File: src/rtl/hd_pkg.sv
package hd_pkg;
  typedef enum logic [1:0] {
    DS_INVALID = 2'd0,
    DS_SHARED  = 2'd1,
    DS_MOD     = 2'd2
  } dir_state_t;

  typedef enum logic [1:0] {
    RK_FILL_SH = 2'd0,
    RK_FILL_EX = 2'd1,
    RK_INVAL   = 2'd2,
    RK_FETCH   = 2'd3
  } rsp_kind_t;

  typedef enum logic [1:0] {
    PH_IDLE  = 2'd0,
    PH_PROBE = 2'd1,
    PH_WAIT  = 2'd2,
    PH_FILL  = 2'd3
  } phase_t;
endpackage

File: src/rtl/hd_pick_low.sv
module hd_pick_low #(
  parameter int N_NODES = 4,
  parameter int IDX_W   = $clog2(N_NODES)
) (
  input  logic [N_NODES-1:0] req,
  output logic [N_NODES-1:0] gnt,
  output logic [IDX_W-1:0]   idx,
  output logic               any
);
  always_comb begin
    gnt = '0;
    idx = '0;
    any = 1'b0;
    for (int k = N_NODES - 1; k >= 0; k--) begin
      if (req[k]) begin
        gnt    = '0;
        gnt[k] = 1'b1;
        idx    = IDX_W'(k);
        any    = 1'b1;
      end
    end
  end
endmodule

File: src/rtl/hd_dir_store.sv
module hd_dir_store
  import hd_pkg::*;
#(
  parameter int N_NODES = 4,
  parameter int N_LINES = 16,
  parameter int LINE_W  = $clog2(N_LINES),
  parameter int IDX_W   = $clog2(N_NODES)
) (
  input  logic               clk,
  input  logic               rst_n,
  input  logic [LINE_W-1:0]  rd_line,
  output dir_state_t         rd_state,
  output logic [N_NODES-1:0] rd_holders,
  output logic [IDX_W-1:0]   rd_owner,
  input  logic               wr_en,
  input  logic [LINE_W-1:0]  wr_line,
  input  dir_state_t         wr_state,
  input  logic [N_NODES-1:0] wr_holders,
  input  logic [IDX_W-1:0]   wr_owner
);
  dir_state_t         st_a  [N_LINES];
  logic [N_NODES-1:0] hold_a[N_LINES];
  logic [IDX_W-1:0]   own_a [N_LINES];

  for (genvar e = 0; e < N_LINES; e++) begin : g_entry
    dir_state_t         st_q;
    logic [N_NODES-1:0] hold_q;
    logic [IDX_W-1:0]   own_q;
    logic               ent_en;

    assign ent_en = wr_en && (wr_line == LINE_W'(e));

    always_ff @(posedge clk or negedge rst_n) begin
      if (!rst_n) begin
        st_q   <= DS_INVALID;
        hold_q <= '0;
        own_q  <= '0;
      end else if (ent_en) begin
        st_q   <= wr_state;
        hold_q <= wr_holders;
        own_q  <= wr_owner;
      end
    end

    assign st_a[e]   = st_q;
    assign hold_a[e] = hold_q;
    assign own_a[e]  = own_q;
  end

  assign rd_state   = st_a[rd_line];
  assign rd_holders = hold_a[rd_line];
  assign rd_owner   = own_a[rd_line];
endmodule

File: src/rtl/hd_ack_track.sv
module hd_ack_track #(
  parameter int N_NODES = 4,
  parameter int CNT_W   = $clog2(N_NODES + 1)
) (
  input  logic               clk,
  input  logic               rst_n,
  input  logic               load,
  input  logic [N_NODES-1:0] load_mask,
  input  logic               collect,
  input  logic [N_NODES-1:0] ack,
  output logic [N_NODES-1:0] pend,
  output logic [CNT_W-1:0]   pend_cnt,
  output logic               last
);
  function automatic logic [CNT_W-1:0] popc(input logic [N_NODES-1:0] v);
    logic [CNT_W-1:0] s;
    s = '0;
    for (int k = 0; k < N_NODES; k++) s = s + CNT_W'(v[k]);
    return s;
  endfunction

  logic [N_NODES-1:0] pend_d;
  logic [CNT_W-1:0]   cnt_d;
  logic [N_NODES-1:0] taken;
  logic               upd_en;

  assign taken  = ack & pend;
  assign last   = collect && (pend_cnt == popc(taken));
  assign upd_en = load || collect;

  always_comb begin
    pend_d = pend;
    cnt_d  = pend_cnt;
    if (load) begin
      pend_d = load_mask;
      cnt_d  = popc(load_mask);
    end else if (collect) begin
      pend_d = pend & ~taken;
      cnt_d  = pend_cnt - popc(taken);
    end
  end

  always_ff @(posedge clk or negedge rst_n) begin
    if (!rst_n) begin
      pend     <= '0;
      pend_cnt <= '0;
    end else if (upd_en) begin
      pend     <= pend_d;
      pend_cnt <= cnt_d;
    end
  end
endmodule

File: src/rtl/hd_home_ctrl.sv
module hd_home_ctrl
  import hd_pkg::*;
#(
  parameter int N_NODES = 4,
  parameter int N_LINES = 16,
  parameter int LINE_W  = $clog2(N_LINES)
) (
  input  logic                        clk,
  input  logic                        rst_n,
  input  logic [N_NODES-1:0]          req_valid,
  input  logic [N_NODES-1:0]          req_excl,
  input  logic [N_NODES*LINE_W-1:0]   req_line,
  output logic [N_NODES-1:0]          req_ready,
  input  logic [N_NODES-1:0]          ack_valid,
  output logic [N_NODES-1:0]          rsp_valid,
  output logic [1:0]                  rsp_kind,
  output logic [LINE_W-1:0]           rsp_line
);
  localparam int IDX_W = $clog2(N_NODES);
  localparam int CNT_W = $clog2(N_NODES + 1);

  phase_t             ph_q, ph_d;
  logic [IDX_W-1:0]   node_q;
  logic               excl_q;
  logic [LINE_W-1:0]  line_q;
  rsp_kind_t          pkind_q, pkind_d;
  logic               cap_en;

  logic [N_NODES-1:0] gnt;
  logic [IDX_W-1:0]   pick_idx;
  logic               pick_any;
  logic [LINE_W-1:0]  pick_line;
  logic               pick_excl;

  logic [LINE_W-1:0]  rd_line;
  dir_state_t         rd_state;
  logic [N_NODES-1:0] rd_holders;
  logic [IDX_W-1:0]   rd_owner;
  logic               wr_en;
  dir_state_t         wr_state;
  logic [N_NODES-1:0] wr_holders;
  logic [IDX_W-1:0]   wr_owner;

  logic [N_NODES-1:0] others;
  logic [N_NODES-1:0] targets;
  logic               tr_load;
  logic               tr_collect;
  logic [N_NODES-1:0] pend;
  logic [CNT_W-1:0]   pend_cnt;
  logic               acks_done;
  logic [N_NODES-1:0] node_bit;

  hd_pick_low #(.N_NODES(N_NODES), .IDX_W(IDX_W)) i_pick (
    .req (req_valid),
    .gnt (gnt),
    .idx (pick_idx),
    .any (pick_any)
  );

  always_comb begin
    pick_line = '0;
    pick_excl = 1'b0;
    for (int k = 0; k < N_NODES; k++) begin
      if (gnt[k]) begin
        pick_line = req_line[k*LINE_W +: LINE_W];
        pick_excl = req_excl[k];
      end
    end
  end

  assign rd_line = (ph_q == PH_IDLE) ? pick_line : line_q;

  hd_dir_store #(
    .N_NODES(N_NODES), .N_LINES(N_LINES), .LINE_W(LINE_W), .IDX_W(IDX_W)
  ) i_dir (
    .clk        (clk),
    .rst_n      (rst_n),
    .rd_line    (rd_line),
    .rd_state   (rd_state),
    .rd_holders (rd_holders),
    .rd_owner   (rd_owner),
    .wr_en      (wr_en),
    .wr_line    (line_q),
    .wr_state   (wr_state),
    .wr_holders (wr_holders),
    .wr_owner   (wr_owner)
  );

  // Probe target selection for the request being accepted.
  assign others = rd_holders & ~gnt;
  always_comb begin
    targets = '0;
    pkind_d = RK_INVAL;
    if (pick_excl) begin
      targets = others;
      pkind_d = RK_INVAL;
    end else if (rd_state == DS_MOD) begin
      targets = others;
      pkind_d = RK_FETCH;
    end
  end

  assign cap_en     = (ph_q == PH_IDLE) && pick_any;
  assign tr_load    = cap_en && (targets != '0);
  assign tr_collect = (ph_q == PH_WAIT);

  hd_ack_track #(.N_NODES(N_NODES), .CNT_W(CNT_W)) i_acks (
    .clk       (clk),
    .rst_n     (rst_n),
    .load      (tr_load),
    .load_mask (targets),
    .collect   (tr_collect),
    .ack       (ack_valid),
    .pend      (pend),
    .pend_cnt  (pend_cnt),
    .last      (acks_done)
  );

  // Phase sequencing.
  always_comb begin
    ph_d = ph_q;
    unique case (ph_q)
      PH_IDLE:  if (pick_any) ph_d = (targets != '0) ? PH_PROBE : PH_FILL;
      PH_PROBE: ph_d = PH_WAIT;
      PH_WAIT:  if (acks_done) ph_d = PH_FILL;
      PH_FILL:  ph_d = PH_IDLE;
      default:  ph_d = PH_IDLE;
    endcase
  end

  always_ff @(posedge clk or negedge rst_n) begin
    if (!rst_n) ph_q <= PH_IDLE;
    else        ph_q <= ph_d;
  end

  always_ff @(posedge clk or negedge rst_n) begin
    if (!rst_n) begin
      node_q  <= '0;
      excl_q  <= 1'b0;
      line_q  <= '0;
      pkind_q <= RK_INVAL;
    end else if (cap_en) begin
      node_q  <= pick_idx;
      excl_q  <= pick_excl;
      line_q  <= pick_line;
      pkind_q <= pkind_d;
    end
  end

  // Directory update in the fill cycle.
  always_comb begin
    node_bit         = '0;
    node_bit[node_q] = 1'b1;
  end

  assign wr_en = (ph_q == PH_FILL);
  always_comb begin
    if (excl_q) begin
      wr_state   = DS_MOD;
      wr_holders = node_bit;
      wr_owner   = node_q;
    end else begin
      wr_state   = DS_SHARED;
      wr_holders = rd_holders | node_bit;
      wr_owner   = rd_owner;
    end
  end

  // Outputs.
  assign req_ready = (ph_q == PH_IDLE) ? gnt : '0;
  assign rsp_line  = line_q;

  always_comb begin
    rsp_valid = '0;
    rsp_kind  = RK_FILL_SH;
    unique case (ph_q)
      PH_PROBE: begin
        rsp_valid = pend;
        rsp_kind  = pkind_q;
      end
      PH_FILL: begin
        rsp_valid = node_bit;
        rsp_kind  = excl_q ? RK_FILL_EX : RK_FILL_SH;
      end
      default: ;
    endcase
  end
endmodule

File: config.mk
export PLATFORM = sky130hd
export DESIGN_NAME = hd_home_ctrl
export DESIGN_NICKNAME = d
export VERILOG_FILES = /design/src/rtl/hd_pkg.sv /design/src/rtl/hd_pick_low.sv /design/src/rtl/hd_dir_store.sv /design/src/rtl/hd_ack_track.sv /design/src/rtl/hd_home_ctrl.sv
export SDC_FILE = /design/constraint.sdc
export NUM_CORES = 1
export LEC_CHECK = 0
export ABC_AREA = 1
export BUFFER_PORTS_ARGS = -buffer_cell sky130_fd_sc_hd__buf_2
export CAP_MARGIN = 20
export CORE_UTILIZATION = 50
export CTS_BUF_LIST = sky130_fd_sc_hd__clkbuf_8
export DETAILED_ROUTE_END_ITERATION = 6
export HOLD_SLACK_MARGIN = 0.06
export PLACE_DENSITY = 0.7
export SETUP_SLACK_MARGIN = 0.2
export SLEW_MARGIN = 5
export SYNTH_ARGS = -nofsm -noshare
export SYNTH_HDL_FRONTEND = slang
export SYNTH_SLANG_ARGS = --single-unit
export TNS_END_PERCENT = 50
File: constraint.sdc
create_clock -name clk -period 6.8 [get_ports clk]
set_clock_uncertainty 0.2 [all_clocks]
set_input_delay 1.36 -clock clk [delete_from_list [all_inputs] [get_ports clk]]
set_output_delay 1.36 -clock clk [all_outputs]
set_load 0.01 [all_outputs]
==> flow_summary.toml, run 1 <==
[synth]
ys.flop_type = "dfrtp_1"
syn_area_per_cell_um2 = 7.65
synth_area_leaders = "dfrtp_1, nand2_1, nand3_1"
synth.area.mux_share = 0
synthCells = 782
yosysTopAreaCell = "dfrtp_1"
yosysWarningCount = 0
synthTopCellsByCount = "nand2_1, dfrtp_1, nand3_1"
synth_top_family_by_area = "simple AND/OR/NAND/NOR gates"
ys_seq_area_frac = 0.473
ys_ff_latch = 113
synth_area_um2 = 5980
netlist.area_leader.share = 0.473
synthAdderAreaFrac = 0.0352
ys_async_sr_fraction = 1.00
ys_types = 34
synthXorXnorAreaFrac = 0.00146
synth_compound_area_frac = 0.122
synth_edf_count = 0
syn-num-nets = 827
synth-simple-area-share = 0.281
synth_most_common_cell = "nand2_1"

[grt]
grt_max_degree = 72
antenna_found_initial = 0
first_global_vias = 5131
grt_usage = 0.268
grt_pass1_wl_mm = 25.6
overflow = 0

[clocking]
cts_setup_buffers = 0
clock_latency_ps = 450
post_cts_resized = 0
numCtsBuffers = 17
ctsHoldBuffers = 0
ctsRootBufferMaster = "clkbuf_8"
ctsHtreeMaxLevel = 4
clk_pin_slew_ps = 70
cts_tree = "built"
cts_max_path_buffers = 2
cts_sinks = 113

[placed_design]
gp_congestion = 0.866
portBuffers = 43
place_inst = 947
dpl.hpwl_mm = 10.7

[sta]
maxSlewHeadroom = 0.410
whs_ps = 287
fmax_ghz = 0.203
worst_pin_slew_ps = 879
period_share = 0.725
setup-violations-final = 0
tns_ps = 0
period_needed_ps = 4930
rsz0062_at_grt = "false"
final-hold-violation-count = 0
final_max_slew_viol_count = 0

[power_and_ir_drop]
power_density_nw_per_um2 = 543
p_total_mw = 3.59
ir_worst_vdd_mv = 0.243
p_leak_nw = 3.36

[run_status]
status = "finished with violations"
violations = "design-rule violations"

[layout]
fin_util = 0.574
drive_gt1_frac = 0.115
n_fill_cell = 1060
area_delta_synth_final_pct = 10.6
num-nets-final = 868
final_cells = 978
diodes = 0

[drt]
drt-initial-drc-count = 462
avgViaCountPerCell = 5.39
avgRoutedWirePerCell_um = 15.7
drc = 16
route.vias.total = 5267
antenna_left = 0
dr.pass1.iters = 7
drt_wl_total_mm = 15.3

[die]
core_area_um2 = 11500
die_h_um = 111
start_util = 0.519
num_io_pins = 44
rows = 39
chipWidth_um = 111
dieArea_um2 = 12400

[job]
maxCapViolations = 0

[setup_path]
critical-path-top-delay-family = "simple AND/OR/NAND/NOR gates"
cpPeakStageDelay_ps = 600
cp_common_cell = "nand2_1"
worstPathArrival_ps = 5060
critPathCaptureType = "flop"
startpoint_type = "input port"
crit_chain = "buf_2 > inv_1 > nand2_4 > nor2_4 > nand2_2 > nand3_4 > nand2_2 > nand2_1 > o21ai_0 > nand2_1 > nand3_1 > nand3_1 > nand2_1 > nor2_1 > nand2_1 > ha_1 > fa_1 > ha_1 > nand2_1 > nand3_1"
r2r_setup_slack_ps = 2010
cp.required_ps = 6930
crit_type = "in -> reg"
path_max_fanout = 48
cp_num_buf_inv = 2
slowest_stage = "nand2_2"

[worst_hold_path]
holdCritPathClass = "reg -> reg"
-- worst min-delay path, cell delays in order, from the launching register on --
cell	delay (ps)
dfrtp_1	340
nand2_1	50
o21ai_0	60
-- layout by cell type, fill, tap and decap left out, drive strengths merged, types with 3 or more instances in the layout --
cell type	count
buf	47
o21ai	108
clkinv	15
clkbuf	19
fa	3
inv	93
a21oi	5
o22ai	4
nand2	221
nand3	102
dfrtp	113
nor2	65
o211ai	3
nor3	5
o21bai	10
ha	12
-- per-layer routing --
| metal | up-vias | GRT usage | wire [um] |
|---|---|---|---|
| met5 | - | 0 | 0 |
| met4 | 0 | 0.0856 | 325 |
| met3 | 29 | 0.0822 | 1230 |
| met2 | 199 | 0.420 | 6970 |
| met1 | 2441 | 0.357 | 6780 |
| li1 | 2598 | - | - |
-- stage by stage --
stage	worst slack [ps]	area [um^2]
global route	1590	6610
CTS	1950	6610
detailed placement	1470	6250
finish	1870	6610
floorplan	2730	5980
global placement	1580	6250
-- logic make-up (layout without fill, tap and decap cells) --
family / Yosys count / after routing
AOI/OAI and AO/OA: 135 / 135
xor gates and xnor gates: 1 / 1
buffers and inverters: 124 / 177
and+or+nand+nor: 394 / 394
DFF: 113 / 113
adders and majority gates: 15 / 15
-- cell type report --
cell class / count / area [um^2] / share of cell area
clock inverters: 12 / 95.1 / 0.0144
well taps: 143 / 179 / 0.0271
clock buffers: 19 / 262 / 0.0396
inverters: 99 / 372 / 0.0562
flip-flops and latches: 113 / 2830 / 0.428
multi-input cells: 545 / 2630 / 0.398
repair buffers: 47 / 248 / 0.0375
-- state kept, by name, summed over array words and instances, names as in the netlist --
| name | count |
|---|---|
| pkind_q | 1 |
| excl_q | 1 |
| i_dir.g_entry.st_q | 32 |
| i_acks.pend | 4 |
| ph_q | 2 |
| node_q | 2 |
| i_dir.g_entry.hold_q | 64 |
| i_acks.pend_cnt | 3 |
| rsp_line | 4 |
-- power by group --
part           internal (mW)  switching (mW)
Sequential             0.987           0.196
Clock                  0.300           0.272
Combinational          0.585            1.25
Total                   1.87            1.72
-- final timing paths --
kind	from	end	depth (start not counted)
min in group asynchronous	rst_n	i_dir.g_entry[14].st_q[1]	1
min reg2reg	i_dir.g_entry[4].st_q[1]	i_dir.g_entry[4].st_q[1]	2
max in group asynchronous	rst_n	i_dir.g_entry[1].st_q[1]	2
max reg2reg	ph_q[1]	i_acks.pend_cnt[1]	19
max	req_valid[0]	i_acks.pend_cnt[1]	20
min	i_dir.g_entry[4].st_q[1]	i_dir.g_entry[4].st_q[1]	2
Note: power is estimated with default switching activity, not from simulation.
==> run 2, diff against run 1 <==
- PLACE_DENSITY: 0.7 -> 0.73
- clock period: 6.8 -> 4.3 ns (I/O delays scaled with it)
==> run 2 against run 1 <==
The flow still finishes with violations (design-rule violations). Critical path type unchanged. Sequential power grew 56%. Design area grew 1.2%. Die area is the same. Core utilization grew 0.72 points. Worst hold slack gained 1.4 ps. Clock power grew 62%.
==> flow_summary.toml, run 2 (synthesis gave the netlist of run 1 again) <==
[run_status]
status = "finished with violations"
violations = "design-rule violations"

[clocking]
cts_sinks = 113
cts_tree = "built"
ctsHoldBuffers = 0
ctsRootBufferMaster = "clkbuf_8"
cts_setup_buffers = 0
numCtsBuffers = 17
clock_latency_ps = 440
ctsHtreeMaxLevel = 4
clk_pin_slew_ps = 70
post_cts_resized = 0
cts_max_path_buffers = 2

[sta]
worst_slack_ps = 445
whs_ps = 288
worst_pin_slew_ps = 961
period_share = 0.897
maxSlewHeadroom = 0.359
rsz0062_at_grt = "false"
period_needed_ps = 3860
setup-violations-final = 0
final-hold-violation-count = 0
final_max_slew_viol_count = 0
fmax_ghz = 0.259
tns_ps = 0

[drt]
met2_wirelength_mm = 7.12
wl_met1_mm = 6.83
avgViaCountPerCell = 5.48
antenna_left = 0
avgRoutedWirePerCell_um = 15.7
drc = 16
routed.top_layer = "met4"
drt-initial-drc-count = 565
drt_wl_total_mm = 15.4
dr.pass1.iters = 7
route.vias.total = 5398
met3WireLength_mm = 1.06

[job]
maxCapViolations = 0

[die]
start_util = 0.519
core_area_um2 = 11500
chipWidth_um = 111
die_h_um = 111
rows = 39
dieArea_um2 = 12400
num_io_pins = 44

[setup_path]
slowest_stage = "fa_1"
cp.required_ps = 4420
crit_type = "in -> reg"
cpPeakStageDelay_ps = 390
worstPathArrival_ps = 3980
critPathCaptureType = "flop"
path_max_fanout = 11
crit_chain = "buf_2 > inv_1 > nand2_4 > nor2_2 > nand2_1 > nand3_1 > o21ai_1 > nand2_1 > inv_2 > nand3_1 > nand3_1 > nand2_1 > nor2_1 > nand2_1 > ha_1 > fa_1 > ha_1 > nand2_1 > nand3_1"
rr_worst_depth = 18
startpoint_type = "input port"
cp_common_cell = "nand2_1"

[layout]
layout_common_cells = "nand2_1, dfrtp_1, nand3_1"
reg_top3 = "i_dir.g_entry.hold_q (64), i_dir.g_entry.st_q (32)"
regMostFlops = "i_dir.g_entry.hold_q"
drive_gt1_frac = 0.121
layout_commonest_cell = "nand2_1"
area_delta_synth_final_pct = 11.9
num-nets-final = 876
diodes = 0
largest_reg_flops = 64

[grt]
grt_max_degree = 75
antenna_found_initial = 0
first_global_vias = 5323
grt_usage = 0.272
grt_pass1_wl_mm = 26.1
overflow = 0

[placed_design]
dpl.hpwl_mm = 10.9
gp_congestion = 0.871
post-place-ws_ps = 74.3
portBuffers = 43

[worst_hold_path]
min_path_cells = 2
holdCritPathClass = "reg -> reg"

[power_and_ir_drop]
p_leak_nw = 3.42
ir_worst_vdd_mv = 0.355
power_density_nw_per_um2 = 869
-- run 2: cell types whose count changed in the layout (fill, tap and decap cells not counted), sizes merged --
cell,delta
inv,+1
clkinv,-4
clkinvlp,-1
clkbuf,+3
buf,+8
-- run 2: area by class of cell --
| type | count | area (um^2) |
|---|---|---|
| fillers | 1058 | 4820 |
| clock buffers | 22 | 303 |
| multi-input cells | 545 | 2630 |
| clock inverters | 8 | 63.8 |
| flip-flops and latches | 113 | 2830 |
| well taps | 143 | 179 |
| repair buffers | 55 | 320 |
| inverters | 99 | 372 |
-- run 2: per-layer routing --
metal,up-vias,GRT usage
met2,222,0.433
met4,0,0.107
met3,32,0.0604
li1,2602,-
met5,-,0
met1,2542,0.364
-- run 2: report_power, final --
part	internal [mW]	switching, mW	total, mW
combinational	0.985	2.07	3.05
sequential	1.56	0.280	1.84
clock	0.517	0.407	0.924
total	3.06	2.75	5.82
-- run 2: final timing paths --
kind	startpoint	to	slack [ps]
max reg2reg	ph_q[0]	i_acks.pend_cnt[1]	560
min	i_dir.g_entry[12].hold_q[3]	i_dir.g_entry[12].hold_q[3]	290
min in group asynchronous	rst_n	i_dir.g_entry[14].st_q[0]	350
max in group asynchronous	rst_n	i_dir.g_entry[8].st_q[0]	2650
max	req_valid[0]	i_acks.pend_cnt[1]	440
min reg2reg	i_dir.g_entry[12].hold_q[3]	i_dir.g_entry[12].hold_q[3]	290
-- run 2: through the flow --
stage / total power [mW] / util / cells / area (um^2)
floorplan: 3.95 / - / 782 / 5980
global placement: 4.72 / 0.549 / 955 / 6330
detailed placement: 4.84 / 0.549 / 955 / 6330
CTS: 5.78 / 0.581 / 985 / 6690
global route: 6.31 / 0.581 / 985 / 6690
finish: 5.82 / 0.581 / 985 / 6690
-- run 2: worst max-delay path: cells and delay by family --
family	cells	cell delay [ps]
AO/OA/AOI/OAI	1	190
buffers and inverters	3	610
adder cells (fa/ha/maj)	3	1010
AND/OR/NAND/NOR	12	1300
==> run 3, diff against run 2 <==
- CORE_MARGIN: not set -> 2
==> run 3 against run 2 <==
The run now ends clean. Design area rose by 0.58%. Fmax rose by 3.0%. Combinational power barely moved. Critical path depth did not move. First-iteration DRC count rose by 18%. Sequential power barely moved. Worst hold slack got worse by 68 ps. Power rose by 0.98%. Flip-flop and latch count did not move. Wire length rose by 2.1%. Core utilization rose by 0.090 points. Via count rose by 0.82%.
==> flow_summary.toml, run 3 (synthesis gave the netlist of run 1 again) <==
[run_status]
status = "finished, final reports clean"

[setup_path]
critical-path-top-delay-family = "simple AND/OR/NAND/NOR gates"
cp.required_ps = 4430
cpPeakStageDelay_ps = 370
slowest_stage = "fa_1"
crit_type = "in -> reg"
worstPathArrival_ps = 3870
worstReg2RegStart = "ph_q[0]"
path_max_fanout = 11
cp_num_buf_inv = 3
critPathLaunch = "req_valid[0]"
crit_chain = "buf_2 > inv_1 > nand2_4 > nor2_2 > nand2_1 > nand3_1 > o21ai_1 > nand2_1 > inv_2 > nand3_1 > nand3_1 > nand2_1 > nand2_1 > nand2_1 > ha_1 > fa_1 > ha_1 > nand2_1 > nand3_1"
startpoint_type = "input port"
critPathCaptureType = "flop"
cp_common_cell = "nand2_1"

[drt]
avgRoutedWirePerCell_um = 16.0
drt-initial-drc-count = 666
dr.pass1.iters = 5
antenna_left = 0
drt_wl_total_mm = 15.7
drc = 0
route.vias.total = 5442
avgViaCountPerCell = 5.52

[clocking]
clk_pin_slew_ps = 70
cts_setup_buffers = 0
ctsHoldBuffers = 0
cts_tree = "built"
cts_sinks = 113
post_cts_resized = 0
ctsRootBufferMaster = "clkbuf_8"
clock_latency_ps = 450
ctsHtreeMaxLevel = 4
cts_max_path_buffers = 2
numCtsBuffers = 17

[sta]
final_max_slew_viol_count = 0
tns_ps = 0
period_needed_ps = 3740
setup-violations-final = 0
maxSlewHeadroom = 0.552
final-hold-violation-count = 0
fmax_ghz = 0.267
worst_pin_slew_ps = 665
worst_slack_ps = 557
period_share = 0.870
rsz0062_at_grt = "false"

[grt]
grt_usage = 0.266
overflow = 0
first_global_vias = 5360
grt_max_degree = 69
antenna_found_initial = 0
grt_pass1_wl_mm = 26.4

[power_and_ir_drop]
ir_worst_vdd_mv = 0.313
p_leak_nw = 3.41
power_density_nw_per_um2 = 873
p_total_mw = 5.88

[placed_design]
post-place-ws_ps = 134
dpl.hpwl_mm = 11.0
gp_congestion = 0.980
place_inst = 955
portBuffers = 43

[layout]
diodes = 0
multi_input_area_um2 = 2630
final_cells = 986
num-nets-final = 876
layout_common_cells = "nand2_1, dfrtp_1, nand3_1"
reg_top3 = "i_dir.g_entry.hold_q (64), i_dir.g_entry.st_q (32)"
n_fill_cell = 1065
largest_reg_flops = 64
area_delta_synth_final_pct = 12.6
layout_commonest_cell = "nand2_1"
register_area_um2 = 2830
drive_gt1_frac = 0.126
regMostFlops = "i_dir.g_entry.hold_q"

[die]
dieArea_um2 = 12800
chipWidth_um = 113
num_io_pins = 44
die_h_um = 113
rows = 39
start_util = 0.517
core_area_um2 = 11600

[job]
maxCapViolations = 0

[worst_hold_path]
holdCritPathClass = "in -> async"
run 3: final timing paths:
kind	to	slack, ps	cells past startpoint
worst min-delay path	i_dir.g_entry[15].hold_q[0]	220	1
max in group asynchronous	i_dir.g_entry[1].st_q[0]	2900	2
worst min register to register	i_dir.g_entry[2].hold_q[2]	290	2
min in group clk	i_dir.g_entry[2].hold_q[2]	290	2
worst max-delay path	i_acks.pend_cnt[1]	560	19
worst max register to register	i_acks.pend_cnt[1]	660	19
run 3: final cells by class:
class,count,share of cell area
Clock buffer,20,0.0409
Clock inverter,11,0.0156
Inverter,99,0.0552
Multi-Input combinational cell,545,0.390
Sequential cell,113,0.420
Tap cell,143,0.0266
Timing Repair Buffer,55,0.0513
run 3: report_power, final:
| group | switching [mW] | internal [mW] |
|---|---|---|
| clock network | 0.458 | 0.502 |
| registers | 0.271 | 1.56 |
| logic | 2.09 | 0.997 |
| total | 2.82 | 3.06 |
run 3: routing by layer:
layer  vias up  share of wire  track usage
li1       2612              -            -
met1      2599           0.45        0.355
met2       207           0.46        0.410
met3        24          0.076       0.0761
met4         0          0.021        0.105
met5         -              0            0
run 3: through the flow:
step / cell area, um^2 / utilization / hold slack (ps)
floorplan: 5980 / - / 248
CTS: 6730 / 0.582 / 218
global route: 6730 / 0.582 / 245
global placement: 6350 / 0.549 / 267
detailed placement: 6350 / 0.549 / 273
finish: 6730 / 0.582 / 220
